## src/rtl/tx_unpack_pkg.sv

```systemverilog
package tx_unpack_pkg;

  localparam int unsigned BYTE_W    = 8;
  localparam int unsigned WORD_W    = 16;
  // bytes of header overhead: status word, count word, control byte pair
  localparam int unsigned HDR_BYTES = 6;
  // staging capacity between buffer reads and the output register
  localparam int unsigned BUF_BYTES = 6;
  localparam int unsigned FILL_W    = $clog2(BUF_BYTES + 1);

  typedef enum logic [1:0] {
    ST_IDLE   = 2'd0,
    ST_COUNT  = 2'd1,
    ST_CTRL   = 2'd2,
    ST_STREAM = 2'd3
  } unpack_state_e;

endpackage

```

## src/rtl/tx_unpack_hdr.sv

```systemverilog
module tx_unpack_hdr
  import tx_unpack_pkg::*;
#(
  parameter int unsigned ADDR_W    = 12,
  parameter int unsigned MAX_COUNT = 2048,
  parameter int unsigned ODD_BIT   = 5,
  parameter int unsigned CRC_BIT   = 4,
  parameter int unsigned NB_W      = 12
) (
  input  logic              clk,
  input  logic              rst,
  input  logic              start_i,
  input  logic [ADDR_W-1:0] base_i,
  input  logic              crc_off_i,
  input  logic              rvalid_i,
  input  logic [WORD_W-1:0] rdata_i,
  input  logic              frame_end_i,
  output logic              busy_o,
  output logic              streaming_o,
  output logic              hdr_req_o,
  output logic [ADDR_W-1:0] hdr_addr_o,
  output logic              load_o,
  output logic [NB_W-1:0]   nbytes_o,
  output logic [ADDR_W-1:0] first_addr_o,
  output logic              crc_append_o,
  output logic              done_o,
  output logic              err_o
);

  unpack_state_e     state_q;
  logic [ADDR_W-1:0] base_q;
  logic [WORD_W-1:0] cnt_q;
  logic              crc_q;
  logic              done_q;
  logic              err_q;

  logic [WORD_W-1:0] cnt_w;
  logic              cnt_bad;
  logic              odd_w;
  logic              crcb_w;
  logic [WORD_W-1:0] len_w;

  always_comb begin
    cnt_w   = rdata_i & ~WORD_W'(1);
    cnt_bad = (cnt_w < WORD_W'(HDR_BYTES)) || (cnt_w > WORD_W'(MAX_COUNT));
    odd_w   = rdata_i[BYTE_W + ODD_BIT];
    crcb_w  = rdata_i[BYTE_W + CRC_BIT];
    len_w   = cnt_q - WORD_W'(HDR_BYTES) + WORD_W'(odd_w);
  end

  always_comb begin
    hdr_req_o  = 1'b0;
    hdr_addr_o = '0;
    load_o     = 1'b0;
    case (state_q)
      ST_IDLE: begin
        if (start_i) begin
          hdr_req_o  = 1'b1;
          hdr_addr_o = base_i + ADDR_W'(1);
        end
      end
      ST_COUNT: begin
        if (rvalid_i && !cnt_bad) begin
          hdr_req_o  = 1'b1;
          hdr_addr_o = base_q + ADDR_W'(cnt_w >> 1) - ADDR_W'(1);
        end
      end
      ST_CTRL: begin
        if (rvalid_i && (len_w != '0)) load_o = 1'b1;
      end
      default: ;
    endcase
  end

  assign nbytes_o     = len_w[NB_W-1:0];
  assign first_addr_o = base_q + ADDR_W'(2);
  assign busy_o       = (state_q != ST_IDLE);
  assign streaming_o  = (state_q == ST_STREAM);
  assign crc_append_o = crc_q;
  assign done_o       = done_q;
  assign err_o        = err_q;

  always_ff @(posedge clk) begin
    if (rst) begin
      state_q <= ST_IDLE;
      base_q  <= '0;
      cnt_q   <= '0;
      crc_q   <= 1'b0;
      done_q  <= 1'b0;
      err_q   <= 1'b0;
    end else begin
      done_q <= 1'b0;
      err_q  <= 1'b0;
      case (state_q)
        ST_IDLE: begin
          if (start_i) begin
            base_q  <= base_i;
            state_q <= ST_COUNT;
          end
        end
        ST_COUNT: begin
          if (rvalid_i) begin
            if (cnt_bad) begin
              err_q   <= 1'b1;
              state_q <= ST_IDLE;
            end else begin
              cnt_q   <= cnt_w;
              state_q <= ST_CTRL;
            end
          end
        end
        ST_CTRL: begin
          if (rvalid_i) begin
            crc_q <= !crc_off_i || crcb_w;
            if (len_w == '0) begin
              done_q  <= 1'b1;
              state_q <= ST_IDLE;
            end else begin
              state_q <= ST_STREAM;
            end
          end
        end
        ST_STREAM: begin
          if (frame_end_i) begin
            done_q  <= 1'b1;
            state_q <= ST_IDLE;
          end
        end
        default: state_q <= ST_IDLE;
      endcase
    end
  end

  // an aborted packet never also reports completion
  a_r6_err_excludes_done: assert property (@(posedge clk) disable iff (rst)
    !(err_q && done_q));

  // completion and error are single-cycle pulses
  a_r7_done_is_pulse: assert property (@(posedge clk) disable iff (rst)
    done_q |=> !done_q);

endmodule

```

## src/rtl/tx_unpack_fetch.sv

```systemverilog
module tx_unpack_fetch
  import tx_unpack_pkg::*;
#(
  parameter int unsigned ADDR_W = 12,
  parameter int unsigned NB_W   = 12
) (
  input  logic              clk,
  input  logic              rst,
  input  logic              hdr_req_i,
  input  logic [ADDR_W-1:0] hdr_addr_i,
  input  logic              load_i,
  input  logic [ADDR_W-1:0] first_addr_i,
  input  logic [NB_W-1:0]   nbytes_i,
  input  logic              stream_i,
  input  logic [FILL_W-1:0] fill_i,
  output logic              mem_rd_en_o,
  output logic [ADDR_W-1:0] mem_rd_addr_o,
  output logic              rvalid_o,
  output logic              push_o,
  output logic              push_two_o
);

  localparam int unsigned PROJ_W = FILL_W + 2;

  logic              rd_en_q;
  logic [ADDR_W-1:0] addr_q;
  logic              rvalid_q;
  logic [ADDR_W-1:0] next_addr_q;
  logic [NB_W-1:0]   words_left_q;
  logic [NB_W-1:0]   push_left_q;

  logic [PROJ_W-1:0] proj;
  logic              issue;
  logic [NB_W-1:0]   words_init;

  always_comb begin
    // bytes held plus bytes already requested but not yet landed
    proj = PROJ_W'(fill_i)
         + (rd_en_q  ? PROJ_W'(2) : PROJ_W'(0))
         + (rvalid_q ? PROJ_W'(2) : PROJ_W'(0));
    issue = stream_i && (words_left_q != '0) &&
            (proj <= PROJ_W'(BUF_BYTES - 2));
    words_init = NB_W'(({1'b0, nbytes_i} + (NB_W + 1)'(1)) >> 1);
  end

  assign mem_rd_en_o   = rd_en_q;
  assign mem_rd_addr_o = addr_q;
  assign rvalid_o      = rvalid_q;
  assign push_o        = stream_i && rvalid_q;
  assign push_two_o    = (push_left_q >= NB_W'(2));

  always_ff @(posedge clk) begin
    if (rst) begin
      rd_en_q      <= 1'b0;
      addr_q       <= '0;
      rvalid_q     <= 1'b0;
      next_addr_q  <= '0;
      words_left_q <= '0;
      push_left_q  <= '0;
    end else begin
      rd_en_q  <= hdr_req_i || issue;
      rvalid_q <= rd_en_q;
      if (hdr_req_i) begin
        addr_q <= hdr_addr_i;
      end else if (issue) begin
        addr_q <= next_addr_q;
      end
      if (load_i) begin
        next_addr_q  <= first_addr_i;
        words_left_q <= words_init;
        push_left_q  <= nbytes_i;
      end else begin
        if (issue) begin
          next_addr_q  <= next_addr_q + ADDR_W'(1);
          words_left_q <= words_left_q - NB_W'(1);
        end
        if (push_o) begin
          push_left_q <= push_left_q - (push_two_o ? NB_W'(2) : NB_W'(1));
        end
      end
    end
  end

  // a word never lands after all of the frame's bytes were delivered
  a_r3_no_push_past_end: assert property (@(posedge clk) disable iff (rst)
    push_o |-> (push_left_q != '0));

endmodule

```

## src/rtl/tx_unpack_bytebuf.sv

```systemverilog
module tx_unpack_bytebuf
  import tx_unpack_pkg::*;
#(
  parameter int unsigned NB_W = 12
) (
  input  logic              clk,
  input  logic              rst,
  input  logic              load_i,
  input  logic [NB_W-1:0]   nbytes_i,
  input  logic              push_i,
  input  logic              push_two_i,
  input  logic [WORD_W-1:0] word_i,
  input  logic              tx_ready_i,
  output logic [FILL_W-1:0] fill_o,
  output logic              tx_valid_o,
  output logic [BYTE_W-1:0] tx_data_o,
  output logic              tx_last_o,
  output logic              frame_end_o
);

  localparam int unsigned STASH_W = BUF_BYTES * BYTE_W;

  logic [STASH_W-1:0] stash_q;
  logic [FILL_W-1:0]  fill_q;
  logic [NB_W-1:0]    out_left_q;
  logic               tx_valid_q;
  logic [BYTE_W-1:0]  tx_data_q;
  logic               tx_last_q;

  logic               adv;
  logic               pop;
  logic [STASH_W-1:0] stash_pop;
  logic [STASH_W-1:0] stash_n;
  logic [FILL_W-1:0]  fill_pop;
  logic [FILL_W-1:0]  fill_n;
  logic [WORD_W-1:0]  word_m;

  always_comb begin
    adv       = !tx_valid_q || tx_ready_i;
    pop       = adv && (fill_q != '0);
    stash_pop = pop ? (stash_q >> BYTE_W) : stash_q;
    fill_pop  = fill_q - FILL_W'(pop);
    word_m    = push_two_i ? word_i : {{BYTE_W{1'b0}}, word_i[BYTE_W-1:0]};
    stash_n   = stash_pop;
    fill_n    = fill_pop;
    if (push_i) begin
      stash_n = stash_pop | (STASH_W'(word_m) << {fill_pop, 3'b000});
      fill_n  = fill_pop + (push_two_i ? FILL_W'(2) : FILL_W'(1));
    end
  end

  always_ff @(posedge clk) begin
    if (rst) begin
      stash_q    <= '0;
      fill_q     <= '0;
      out_left_q <= '0;
      tx_valid_q <= 1'b0;
      tx_data_q  <= '0;
      tx_last_q  <= 1'b0;
    end else begin
      stash_q <= stash_n;
      fill_q  <= fill_n;
      if (load_i) begin
        out_left_q <= nbytes_i;
      end else if (pop) begin
        out_left_q <= out_left_q - NB_W'(1);
      end
      if (adv) begin
        tx_valid_q <= pop;
      end
      if (pop) begin
        tx_data_q <= stash_q[BYTE_W-1:0];
        tx_last_q <= (out_left_q == NB_W'(1));
      end
    end
  end

  assign fill_o      = fill_q;
  assign tx_valid_o  = tx_valid_q;
  assign tx_data_o   = tx_data_q;
  assign tx_last_o   = tx_last_q;
  assign frame_end_o = tx_valid_q && tx_ready_i && tx_last_q;

  // a refused byte stays presented unchanged
  a_r8_stall_hold: assert property (@(posedge clk) disable iff (rst)
    (tx_valid_q && !tx_ready_i) |=>
      (tx_valid_q && $stable(tx_data_q) && $stable(tx_last_q)));

  // read throttling never lets the staging store overflow
  a_r9_fill_bound: assert property (@(posedge clk) disable iff (rst)
    fill_q <= FILL_W'(BUF_BYTES));

  // once the final byte is out, nothing of that frame remains to emit
  a_r7_last_drains: assert property (@(posedge clk) disable iff (rst)
    (tx_valid_q && tx_last_q) |-> (out_left_q == '0));

endmodule

```

## src/rtl/tx_frame_unpacker.sv

```systemverilog
module tx_frame_unpacker
  import tx_unpack_pkg::*;
#(
  parameter int unsigned ADDR_W    = 12,
  parameter int unsigned MAX_COUNT = 2048,
  parameter int unsigned ODD_BIT   = 5,
  parameter int unsigned CRC_BIT   = 4
) (
  input  logic              clk,
  input  logic              rst,
  input  logic              start_i,
  input  logic [ADDR_W-1:0] base_addr_i,
  input  logic              crc_off_i,
  output logic              busy_o,
  output logic              done_o,
  output logic              err_o,
  output logic              mem_rd_en_o,
  output logic [ADDR_W-1:0] mem_rd_addr_o,
  input  logic [15:0]       mem_rd_data_i,
  output logic              tx_valid_o,
  output logic [7:0]        tx_data_o,
  output logic              tx_last_o,
  input  logic              tx_ready_i,
  output logic              crc_append_o
);

  localparam int unsigned NB_W = $clog2(MAX_COUNT + 1);

  logic              streaming;
  logic              hdr_req;
  logic [ADDR_W-1:0] hdr_addr;
  logic              load;
  logic [NB_W-1:0]   nbytes;
  logic [ADDR_W-1:0] first_addr;
  logic              rvalid;
  logic              push;
  logic              push_two;
  logic [FILL_W-1:0] fill;
  logic              frame_end;

  tx_unpack_hdr #(
    .ADDR_W   (ADDR_W),
    .MAX_COUNT(MAX_COUNT),
    .ODD_BIT  (ODD_BIT),
    .CRC_BIT  (CRC_BIT),
    .NB_W     (NB_W)
  ) u_hdr (
    .clk         (clk),
    .rst         (rst),
    .start_i     (start_i),
    .base_i      (base_addr_i),
    .crc_off_i   (crc_off_i),
    .rvalid_i    (rvalid),
    .rdata_i     (mem_rd_data_i),
    .frame_end_i (frame_end),
    .busy_o      (busy_o),
    .streaming_o (streaming),
    .hdr_req_o   (hdr_req),
    .hdr_addr_o  (hdr_addr),
    .load_o      (load),
    .nbytes_o    (nbytes),
    .first_addr_o(first_addr),
    .crc_append_o(crc_append_o),
    .done_o      (done_o),
    .err_o       (err_o)
  );

  tx_unpack_fetch #(
    .ADDR_W(ADDR_W),
    .NB_W  (NB_W)
  ) u_fetch (
    .clk          (clk),
    .rst          (rst),
    .hdr_req_i    (hdr_req),
    .hdr_addr_i   (hdr_addr),
    .load_i       (load),
    .first_addr_i (first_addr),
    .nbytes_i     (nbytes),
    .stream_i     (streaming),
    .fill_i       (fill),
    .mem_rd_en_o  (mem_rd_en_o),
    .mem_rd_addr_o(mem_rd_addr_o),
    .rvalid_o     (rvalid),
    .push_o       (push),
    .push_two_o   (push_two)
  );

  tx_unpack_bytebuf #(
    .NB_W(NB_W)
  ) u_bytebuf (
    .clk        (clk),
    .rst        (rst),
    .load_i     (load),
    .nbytes_i   (nbytes),
    .push_i     (push),
    .push_two_i (push_two),
    .word_i     (mem_rd_data_i),
    .tx_ready_i (tx_ready_i),
    .fill_o     (fill),
    .tx_valid_o (tx_valid_o),
    .tx_data_o  (tx_data_o),
    .tx_last_o  (tx_last_o),
    .frame_end_o(frame_end)
  );

  // the check-sequence decision does not move under a presented byte
  a_r5_crc_steady: assert property (@(posedge clk) disable iff (rst)
    tx_valid_o |-> $stable(crc_append_o));

  // accepting the final byte is followed by the completion pulse
  a_r7_done_after_last: assert property (@(posedge clk) disable iff (rst)
    (tx_valid_o && tx_ready_i && tx_last_o) |=> done_o);

  // bytes only flow while a packet is in progress
  a_r10_idle_quiet: assert property (@(posedge clk) disable iff (rst)
    !busy_o |-> !mem_rd_en_o || $past(start_i));

endmodule

```

## config.mk

```make
export PLATFORM = sky130hd
export DESIGN_NAME = tx_frame_unpacker
export DESIGN_NICKNAME = d
export VERILOG_FILES = /design/src/rtl/tx_unpack_pkg.sv /design/src/rtl/tx_unpack_hdr.sv /design/src/rtl/tx_unpack_fetch.sv /design/src/rtl/tx_unpack_bytebuf.sv /design/src/rtl/tx_frame_unpacker.sv
export SDC_FILE = /design/constraint.sdc
export NUM_CORES = 1
export LEC_CHECK = 0
export BUFFER_PORTS_ARGS = -buffer_cell sky130_fd_sc_hd__buf_4
export CAP_MARGIN = 20
export CORE_MARGIN = 3
export CORE_UTILIZATION = 65
export DETAILED_ROUTE_END_ITERATION = 8
export PLACE_DENSITY = 0.95
export SLEW_MARGIN = 10
export SYNTH_ARGS = -nofsm -noshare
export SYNTH_HDL_FRONTEND = slang
export SYNTH_HIERARCHICAL = 1
export SYNTH_SLANG_ARGS = --single-unit
```

## constraint.sdc

```tcl
create_clock -name clk -period 4.8 [get_ports clk]
set_input_delay 0.72 -clock clk [delete_from_list [all_inputs] [get_ports clk]]
set_output_delay 0.72 -clock clk [all_outputs]
set_load 0.02 [all_outputs]
```

==> run metrics, run 1 <==
Max Clock Freq 291.6 MHz; Chip Width 126.9 microns; share of layout cells above drive strength 1 12.48%; post-synthesis async set-or-reset flop share 0%; commonest non-fill, non-tap cells in the layout 182 x nand2_1, 155 x dfxtp_1, 92 x inv_1; final worst path period share 71.44%; Setup crit end kind register; largest net degree at the start of global routing 61; CP Launch Point mem_rd_data_i[7]; initial core utilization 67.42%; Critical R2R Launch u_hdr/cnt_q[1]; Top FF cell, synth dfxtp_1; measured slew at the worst slew-check pin 1070 ps; Synth Register Bits 155; Layout Skew 8.610 ps; leakage power 3.810 nW; most common cell after layout, fill and taps aside nand2_1; Mapped Cells 1,181; Worst Hold Class reg2reg; Final HPWL DP 17.77 mm; PwrDens 401.8 nW/um^2; crit-path cells buf_4 -> nor4_2 -> a31o_2 -> a211o_1 -> nand2_1 -> buf_4 -> a211oi_1 -> a2111oi_2; YS warnings 6; FF-to-FF setup slack 1420 ps; initial antenna violation count 1; drt via density 6.851; Max Cap Viol 0; Worst-Skew Late Latency 440 ps; max-slew violations 0; Root Driver clkbuf_16; Arr. time, crit path 3720 ps; DRT Pass-1 Iters 7; Netlist Area Pre-Place 9503 sq um; Setup crit start kind primary input; Post-synth EDFFs 0; post-synthesis sequential area ratio 32.65%; path depth of the worst reg2reg path 10; critical path class in2reg; total clock sinks 155; post-CTS setup buffer count 0; TNS Setup 0 ps; GRT overflow 0; vias in the first global route 8,731; total track usage 33.26%; Clk pin slew, worst setup/hold paths 60 ps; number of diodes 0; Avg WL per Cell 19.78 microns; total die area 16,110 sq um; IO Pins 60; routed vias 9,468; worst hold slack 451.5 ps; Routed Antenna Nets 0; min Tclk post-route 3429 ps; critical-path maximum fanout 21; slowest stage delay, CP 630 ps; RR Endpoint u_fetch/push_left_q[9]; Worst slew margin 28.44%; CTS H-tree lvls 4; Post-Route WL 27.33 mm; CTS tree yes; GP Congestion 0.9125; Hold Buf Count CTS 0; CP Capture Point u_fetch/mem_rd_addr_o[10]; Die H 126.9 microns; syn nets 1,252; row cnt 43; cell mode on critical path buf_4; Synth cell types 84; final hold viol count 0; Peak VDD IR 0.2705 mV; CORE AREA 14,100 sq um; final setup violating endpoints 0; Iter 0 DRT Violations 1,476; clock buffer depth 2; total CTS buffers 17; status finished clean; Area growth syn-to-layout 10.10%; first-pass GRT wire length 43.59 mm; DR DRC count 0; Slowest-stage cell, CP nand2_1; Critical Path RT 5090 ps; RSZ-0062 raised after global routing no; nets@finish 1,261; IO buf count 59; post-cts resize count 0; synthesized area per cell 8.046 sq um
## worst min path at each step
| stage | startpoint | to | slack [ps] | depth (start not counted) |
|---|---|---|---|---|
| finish | u_bytebuf/stash_q[24] | u_bytebuf/stash_q[16] | 450 | 2 |
| global route | u_bytebuf/stash_q[24] | u_bytebuf/stash_q[16] | 460 | 2 |
| CTS | u_bytebuf/stash_q[24] | u_bytebuf/stash_q[16] | 450 | 2 |
| detailed placement | u_bytebuf/stash_q[24] | u_bytebuf/stash_q[16] | 440 | 2 |
| global placement | u_bytebuf/stash_q[24] | u_bytebuf/stash_q[16] | 440 | 2 |
| floorplan | u_hdr/cnt_q[15] | u_hdr/cnt_q[15] | 430 | 1 |
## routing by layer
metal | vias up | track usage [%] | routed length (microns) | share of wire [%]
li1 | 4298 | - | - | -
met1 | 4402 | 43.56 | 10700 | 39
met2 | 665 | 53.46 | 12820 | 47
met3 | 101 | 6.484 | 2788 | 10
met4 | 2 | 14.64 | 1017 | 3.7
met5 | - | 0 | 11 | 0.040
## registers in the layout, summed over array words and instances (netlist names)
register,flops
u_hdr/done_o,1
u_hdr/state_q,2
u_bytebuf/tx_data_o,8
u_bytebuf/tx_last_o,1
u_fetch/words_left_q,12
u_fetch/rvalid_o,1
u_fetch/mem_rd_addr_o,12
u_bytebuf/out_left_q,12
u_bytebuf/stash_q,48
u_fetch/mem_rd_en_o,1
u_bytebuf/tx_valid_o,1
u_hdr/crc_append_o,1
u_bytebuf/fill_o,3
u_fetch/next_addr_q,12
u_hdr/cnt_q,15
u_hdr/base_q,12
u_fetch/push_left_q,12
u_hdr/err_o,1
## metrics by stage
step / instances / worst slack (ps) / area, sq um / util [%] / total power [mW]
global placement: 1351 / 1224 / 9867 / 70.00 / 2.695
CTS: 1382 / 1478 / 10460 / 74.22 / 4.155
global route: 1382 / 1207 / 10460 / 74.22 / 4.363
floorplan: 1181 / 1688 / 9503 / - / 2.450
finish: 1382 / 1371 / 10460 / 74.22 / 4.204
detailed placement: 1351 / 1086 / 9867 / 70.00 / 2.736
## critical path, delay by kind of cell
kind,cells,cell delay (ps)
AO/OA/AOI/OAI,4,1430
AND/OR/NAND/NOR,2,970
buffers and inverters,2,580
## report_power, final
| group | switching, mW | internal [mW] | total (mW) |
|---|---|---|---|
| sequential | 0.0893 | 1.36 | 1.45 |
| clock | 0.572 | 0.823 | 1.40 |
| combinational | 0.921 | 0.439 | 1.36 |
## kinds of logic (layout without fill, tap and decap cells)
| group | Yosys count | in the layout | share of synthesized area [%] |
|---|---|---|---|
| muxes | 8 | 8 | 0.8427 |
| AOI/OAI and AO/OA | 287 | 287 | 22.61 |
| adders and majority gates | 38 | 38 | 5.319 |
| xor gates and xnor gates | 56 | 56 | 5.161 |
| DFF | 155 | 155 | 32.65 |
| and+or+nand+nor | 463 | 463 | 25.58 |
| buffers and inverters | 174 | 195 | 7.834 |
## Yosys cell counts, drive strengths merged, types with 10 or more instances
cell | n | area share, %
nand4 | 15 | 1.1
buf | 32 | 2.2
dfxtp | 155 | 33
nor2 | 64 | 2.5
nand3 | 43 | 2.3
or3 | 10 | 0.72
xor2 | 20 | 1.8
a31oi | 19 | 1.3
ha | 34 | 4.5
or4 | 13 | 1.1
a311oi | 23 | 2.3
a21oi | 70 | 3.7
nand2 | 183 | 7.2
a2111oi | 14 | 2.2
o31a | 12 | 1.1
a22oi | 24 | 1.9
o21ai | 29 | 1.5
nor2b | 12 | 0.79
nor3 | 27 | 1.6
inv | 93 | 3.7
xnor2 | 36 | 3.3
a211oi | 29 | 2.5
nor4 | 34 | 3.0
clkbuf | 47 | 1.9
## area by class of cell
type / instances / area [sq um]
fillers: 994 / 3633
clock buffers: 19 / 432.9
flip-flops and latches: 155 / 3103
multi-input cells: 852 / 5664
inverters: 95 / 356.6
well taps: 180 / 225.2
repair buffers: 69 / 518.0
clock inverters: 12 / 162.7
No activity file was read; power rests on OpenSTA's default activity.
==> run 2, diff against run 1 <==
--- a/config.mk
+++ b/config.mk
@@ -5,12 +5,13 @@
 export SDC_FILE = /design/constraint.sdc
 export NUM_CORES = 1
 export LEC_CHECK = 0
+export ABC_AREA = 1
 export BUFFER_PORTS_ARGS = -buffer_cell sky130_fd_sc_hd__buf_4
 export CAP_MARGIN = 20
 export CORE_MARGIN = 3
-export CORE_UTILIZATION = 65
+export CORE_UTILIZATION = 62
 export DETAILED_ROUTE_END_ITERATION = 8
-export PLACE_DENSITY = 0.95
+export PLACE_DENSITY = 0.91
 export SLEW_MARGIN = 10
 export SYNTH_ARGS = -nofsm -noshare
 export SYNTH_HDL_FRONTEND = slang
==> constraint.sdc (replaced) <==
create_clock -name clk -period 3.4 [get_ports clk]
set_input_delay 0.51 -clock clk [delete_from_list [all_inputs] [get_ports clk]]
set_output_delay 0.51 -clock clk [all_outputs]
set_load 0.02 [all_outputs]
==> run metrics, run 2 <==
status finished clean; Top FF cell, synth dfxtp_1; leading registers by flop count u_bytebuf/stash_q: 48 flops, u_hdr/cnt_q: 15 flops; first-pass GRT wire length 45.15 mm; post-synthesis sequential area ratio 31.12%; Worst slew margin 51.08%; Arr. time, crit path 3420 ps; final setup violating endpoints 0; clock network power share 24.5%; Post-synth EDFFs 0; crit-path cells inv_1 -> nand2_1 -> nor2_1 -> nand4_1 -> nor3_1 -> ha_1 -> inv_1 -> fa_1 -> nor2_1 -> nand2_1 -> nor3_1 -> nor3_1 -> nor2_1 -> nor2_1; post-cts resize count 0; Iter 0 DRT Violations 1,502; CTS H-tree lvls 4; Setup crit start kind register; Root Driver clkbuf_16; Mapped Cells 1,565; largest net degree at the start of global routing 73; Critical Path RT 3700 ps; Die H 132.8 microns; GP Congestion 0.9652; total track usage 30.83%; Largest Register u_bytebuf/stash_q; Routed Antenna Nets 0; share of layout cells above drive strength 1 8.955%; DRT Pass-1 Iters 9; Area growth syn-to-layout 10.39%; measured slew at the worst slew-check pin 733.8 ps; final hold viol count 0; Hold Buf Count CTS 0; total clock sinks 155; GRT overflow 0; IO buf count 59; CP Launch Point u_fetch/push_left_q[5]; cell mode on critical path nor2_1; Slowest-stage cell, CP nor3_1; Combinational Power Share 47.2%; Worst-Skew Late Latency 440 ps; internal power 4.194 mW; RSZ-0062 raised after global routing no; max reg flops 48; CTS tree yes; CORE AREA 15,480 sq um; row cnt 45; total CTS buffers 17; Filler cells 1,229; P_sw 3.633 mW; Setup crit end kind register; post-CTS setup buffer count 0; final worst path period share 91.65%; most frequent cell after synthesis nand2_1; Post-Route WL 28.05 mm; YS warnings 6; routed vias 10,554; Final HPWL DP 19.39 mm; most common cell after layout, fill and taps aside nand2_1; switching portion of total power 46.42%; DR DRC count 0; Synth Register Bits 155; Worst Hold Class in2reg; PwrDens 711.0 nW/um^2; worst hold slack 280.4 ps; drt via density 5.802; slowest stage delay, CP 530 ps; cell taking the most area after synthesis dfxtp_1; initial antenna violation count 0; TNS Setup 0 ps; IO Pins 60; vias in the first global route 9,457; Netlist Area Pre-Place 9972 sq um; total die area 17,640 sq um; leakage power 5.061 nW; commonest non-fill, non-tap cells in the layout 388 x nand2_1, 217 x inv_1, 175 x nor2_1; clock buffer depth 2; Area contributors post-synth dfxtp_1 31%, nand2_1 15%, inv_1 8.2%; syn nets 1,636; Commonest cells post-synth 388 x nand2_1, 217 x inv_1, 176 x nor2_1; Avg WL per Cell 15.42 microns; Chip Width 132.8 microns; Max Cap Viol 0; Synth cell types 46; critical path class reg2reg; Clk pin slew, worst setup/hold paths 70 ps; Peak VDD IR 0.5954 mV; Max Clock Freq 320.9 MHz; max-slew violations 0; min Tclk post-route 3116 ps; Layout Skew 10.49 ps; number of diodes 0; synthesized area per cell 6.372 sq um; initial core utilization 64.40%; sequential share of power 28.3%; critical-path maximum fanout 5; min-delay src crc_off_i; post-synthesis async set-or-reset flop share 0%; Critical R2R Launch u_fetch/push_left_q[5]; nets@finish 1,666; Synth top area share 31.12%
==> run 2: logic make-up after synthesis <==
group                    count (synthesis)  synth area share (%)
AO/OA/AOI/OAI                          293                 16.14
XOR/XNOR                                34                 2.986
adder cells (fa/ha/maj)                 38                 5.069
buffers and inverters                  294                 12.70
flip-flops                             155                 31.12
AND/OR/NAND/NOR                        751                 32.00
==> run 2: path summary, 6_finish.rpt <==
check / to / slack (ps) / cells past startpoint
setup / recovery: u_fetch/push_left_q[6] / 280 / 14
hold / removal: u_hdr/crc_append_o / 280 / 2
setup reg to reg: u_fetch/push_left_q[6] / 280 / 14
hold reg to reg: u_hdr/cnt_q[15] / 450 / 2
==> run 2: power groups by stage <==
stage | logic, mW | clock network (mW) | registers, mW
floorplan | 2.83 | 0 | 2.31
global placement | 3.44 | 0 | 2.24
detailed placement | 3.53 | 0 | 2.25
CTS | 3.59 | 1.94 | 2.21
global route | 4.06 | 2.02 | 2.25
finish | 3.69 | 1.92 | 2.22
==> run 2: metal layers <==
layer / global-route usage (%) / part of all wire [%] / wire length (microns) / vias up
li1: - / - / - / 5118
met1: 41.45 / 42 / 11730 / 4703
met2: 47.74 / 45 / 12620 / 650
met3: 6.654 / 10 / 2836 / 83
met4: 13.51 / 3.1 / 856 / 0
met5: 0 / 0 / 0 / -
==> run 2: per-stage QoR <==
step / total power, mW / setup WS [ps] / instances / instance area, sq um / util [%]
2_1_floorplan: 5.139 / 872.1 / 1565 / 9972 / -
3_3_place_gp: 5.687 / 593.3 / 1787 / 10410 / 67.20
3_5_place_dp: 5.783 / 474.7 / 1787 / 10410 / 67.20
4_1_cts: 7.738 / 355.7 / 1819 / 11010 / 71.09
5_1_grt: 8.329 / 89.29 / 1819 / 11010 / 71.09
6_report: 7.827 / 284.1 / 1819 / 11010 / 71.09
==> run 2: cell type report <==
class                           count  area (sq um)  area share, %
Tap cell                          211         264.0          2.398
Clock buffer                       17         425.4          3.864
Timing Repair Buffer               74         555.5          5.047
Inverter                          231         872.1          7.922
Multi-Input combinational cell   1116          5610          50.97
Sequential cell                   155          3103          28.19
Clock inverter                     15         177.7          1.614
==> run 2: critical path: cells and delay by family, from the launching register on <==
family        cells  cell delay [ps]
simple gates     10             1800
fa+ha+maj         2              700
buf+inv           2              130
flops             1              360
==> run 3, diff against run 2 <==
--- a/config.mk
+++ b/config.mk
@@ -9,9 +9,9 @@
 export BUFFER_PORTS_ARGS = -buffer_cell sky130_fd_sc_hd__buf_4
 export CAP_MARGIN = 20
 export CORE_MARGIN = 3
-export CORE_UTILIZATION = 62
+export CORE_UTILIZATION = 50
 export DETAILED_ROUTE_END_ITERATION = 8
-export PLACE_DENSITY = 0.91
+export PLACE_DENSITY = 0.8
 export SLEW_MARGIN = 10
 export SYNTH_ARGS = -nofsm -noshare
 export SYNTH_HDL_FRONTEND = slang
==> constraint.sdc (replaced) <==
create_clock -name clk -period 2.6 [get_ports clk]
set_input_delay 0.39 -clock clk [delete_from_list [all_inputs] [get_ports clk]]
set_output_delay 0.39 -clock clk [all_outputs]
set_load 0.02 [all_outputs]
==> run metrics, run 3 (synthesis gave the netlist of run 2 again) <==
internal power 5.645 mW; total CTS buffers 17; DRT Pass-1 Iters 6; clock network power share 23.2%; Final HPWL DP 20.71 mm; routed vias 10,384; clock buffer depth 2; most common cell after layout, fill and taps aside nand2_1; max-slew violations 0; Combinational Power Share 48.9%; vias in the first global route 9,355; share of layout cells above drive strength 1 11.71%; total track usage 26.06%; Post-Route WL 28.76 mm; Root Driver clkbuf_16; Setup crit start kind register; min Tclk post-route 2458 ps; Die H 147.2 microns; measured slew at the worst slew-check pin 713.7 ps; number of diodes 0; Max Clock Freq 406.8 MHz; Critical Path RT 2940 ps; CORE AREA 19,530 sq um; Area growth syn-to-layout 13.94%; initial core utilization 51.07%; nets@finish 1,698; P_sw 4.759 mW; critical-path maximum fanout 15; Filler cells 1,914; IO buf count 59; total clock sinks 155; status finished clean; max reg flops 48; Iter 0 DRT Violations 1,120; GRT overflow 0; Avg WL per Cell 15.10 microns; first-pass GRT wire length 46.65 mm; Max Cap Viol 0; Chip Width 147.2 microns; CTS H-tree lvls 4; CTS tree yes; Largest Register u_bytebuf/stash_q; final hold viol count 0; Worst slew margin 52.42%; RSZ-0062 raised after global routing yes; Arr. time, crit path 2800 ps; DR DRC count 0; Clk pin slew, worst setup/hold paths 60 ps; final setup violating endpoints 0; largest net degree at the start of global routing 73; GP Congestion 0.9422; sequential share of power 27.9%; initial antenna violation count 0; row cnt 51; Peak VDD IR 0.7678 mV; critical path class reg2reg; Worst Hold Class in2reg; PwrDens 915.7 nW/um^2; drt via density 5.454; Layout Skew 13.07 ps; Worst-Skew Late Latency 440 ps; final worst path period share 94.54%; total die area 21,680 sq um; commonest non-fill, non-tap cells in the layout 386 x nand2_1, 215 x inv_1, 172 x nor2_1; FF-to-FF setup slack 140 ps; final design utilization 58.19%; worst setup slack after layout 141.9 ps; pre-CTS setup slack 37.07 ps; IO Pins 60; Setup crit end kind register; switching portion of total power 45.74%; leading registers by flop count u_bytebuf/stash_q: 48 flops, u_hdr/cnt_q: 15 flops; leakage power 5.211 nW; Routed Antenna Nets 0
-- run 3: path summary, 6_finish.rpt --
| check | start | endpoint | depth (start not counted) |
|---|---|---|---|
| min reg2reg | u_hdr/cnt_q[12] | u_hdr/cnt_q[12] | 2 |
| min | crc_off_i | u_hdr/crc_append_o | 2 |
| max | u_fetch/mem_rd_en_o | u_fetch/mem_rd_en_o | 11 |
| max reg2reg | u_fetch/mem_rd_en_o | u_fetch/mem_rd_en_o | 11 |
-- run 3: repair_timing --
action                                  in CTS  in global routing
hold buffers                                 0                  0
resized for setup                            0                 25
buffers inserted                             0                  0
endpoints found under the setup margin       0                 46
-- run 3: critical path, cell delays in order, from the launching register on --
cell and delay (ps):
dfxtp_1 340, inv_1 90, fa_1 430, inv_1 70
ha_1 240, inv_1 80, nand2_1 70, a21boi_1 340
nand2_4 160, nand2_4 200, inv_2 140, nor2_1 200
-- run 3: cell type report --
type                            instances  area (sq um)  share of cell area (%)
Inverter                              231         872.1                   7.675
Clock buffer                           17         425.4                   3.744
Tap cell                              265         331.6                   2.918
Multi-Input combinational cell       1116          5654                   49.76
Sequential cell                       155          3107                   27.34
Clock inverter                         14         127.6                   1.123
Timing Repair Buffer                  106         844.6                   7.433
-- run 3: power groups by stage --
stage | sequential (mW) | combinational [mW] | clock [mW]
floorplan | 3.02 | 3.70 | 0
global placement | 2.94 | 4.81 | 0
detailed placement | 2.95 | 4.89 | 0
CTS | 2.90 | 4.94 | 2.43
global route | 2.94 | 5.65 | 2.51
finish | 2.90 | 5.09 | 2.41
-- run 3: per-stage QoR --
step | setup TNS, ps | hold slack, ps | power [mW] | instance area [sq um] | instances
floorplan | 0 | 417.2 | 6.720 | 9972 | 1565
global placement | 0 | 427.5 | 7.751 | 10750 | 1873
detailed placement | 0 | 429.5 | 7.840 | 10750 | 1873
CTS | 0 | 165.9 | 10.27 | 11300 | 1904
global route | -20.53 | 170.0 | 11.10 | 11360 | 1904
finish | 0 | 180.6 | 10.40 | 11360 | 1904
-- run 3: metal layers --
metal | vias up | global-route usage [%] | part of all wire (%)
met4 | 0 | 7.829 | 1.8
met3 | 40 | 4.596 | 8.3
met1 | 4733 | 35.62 | 44
li1 | 5161 | - | -
met2 | 450 | 42.28 | 46
met5 | - | 0 | 0
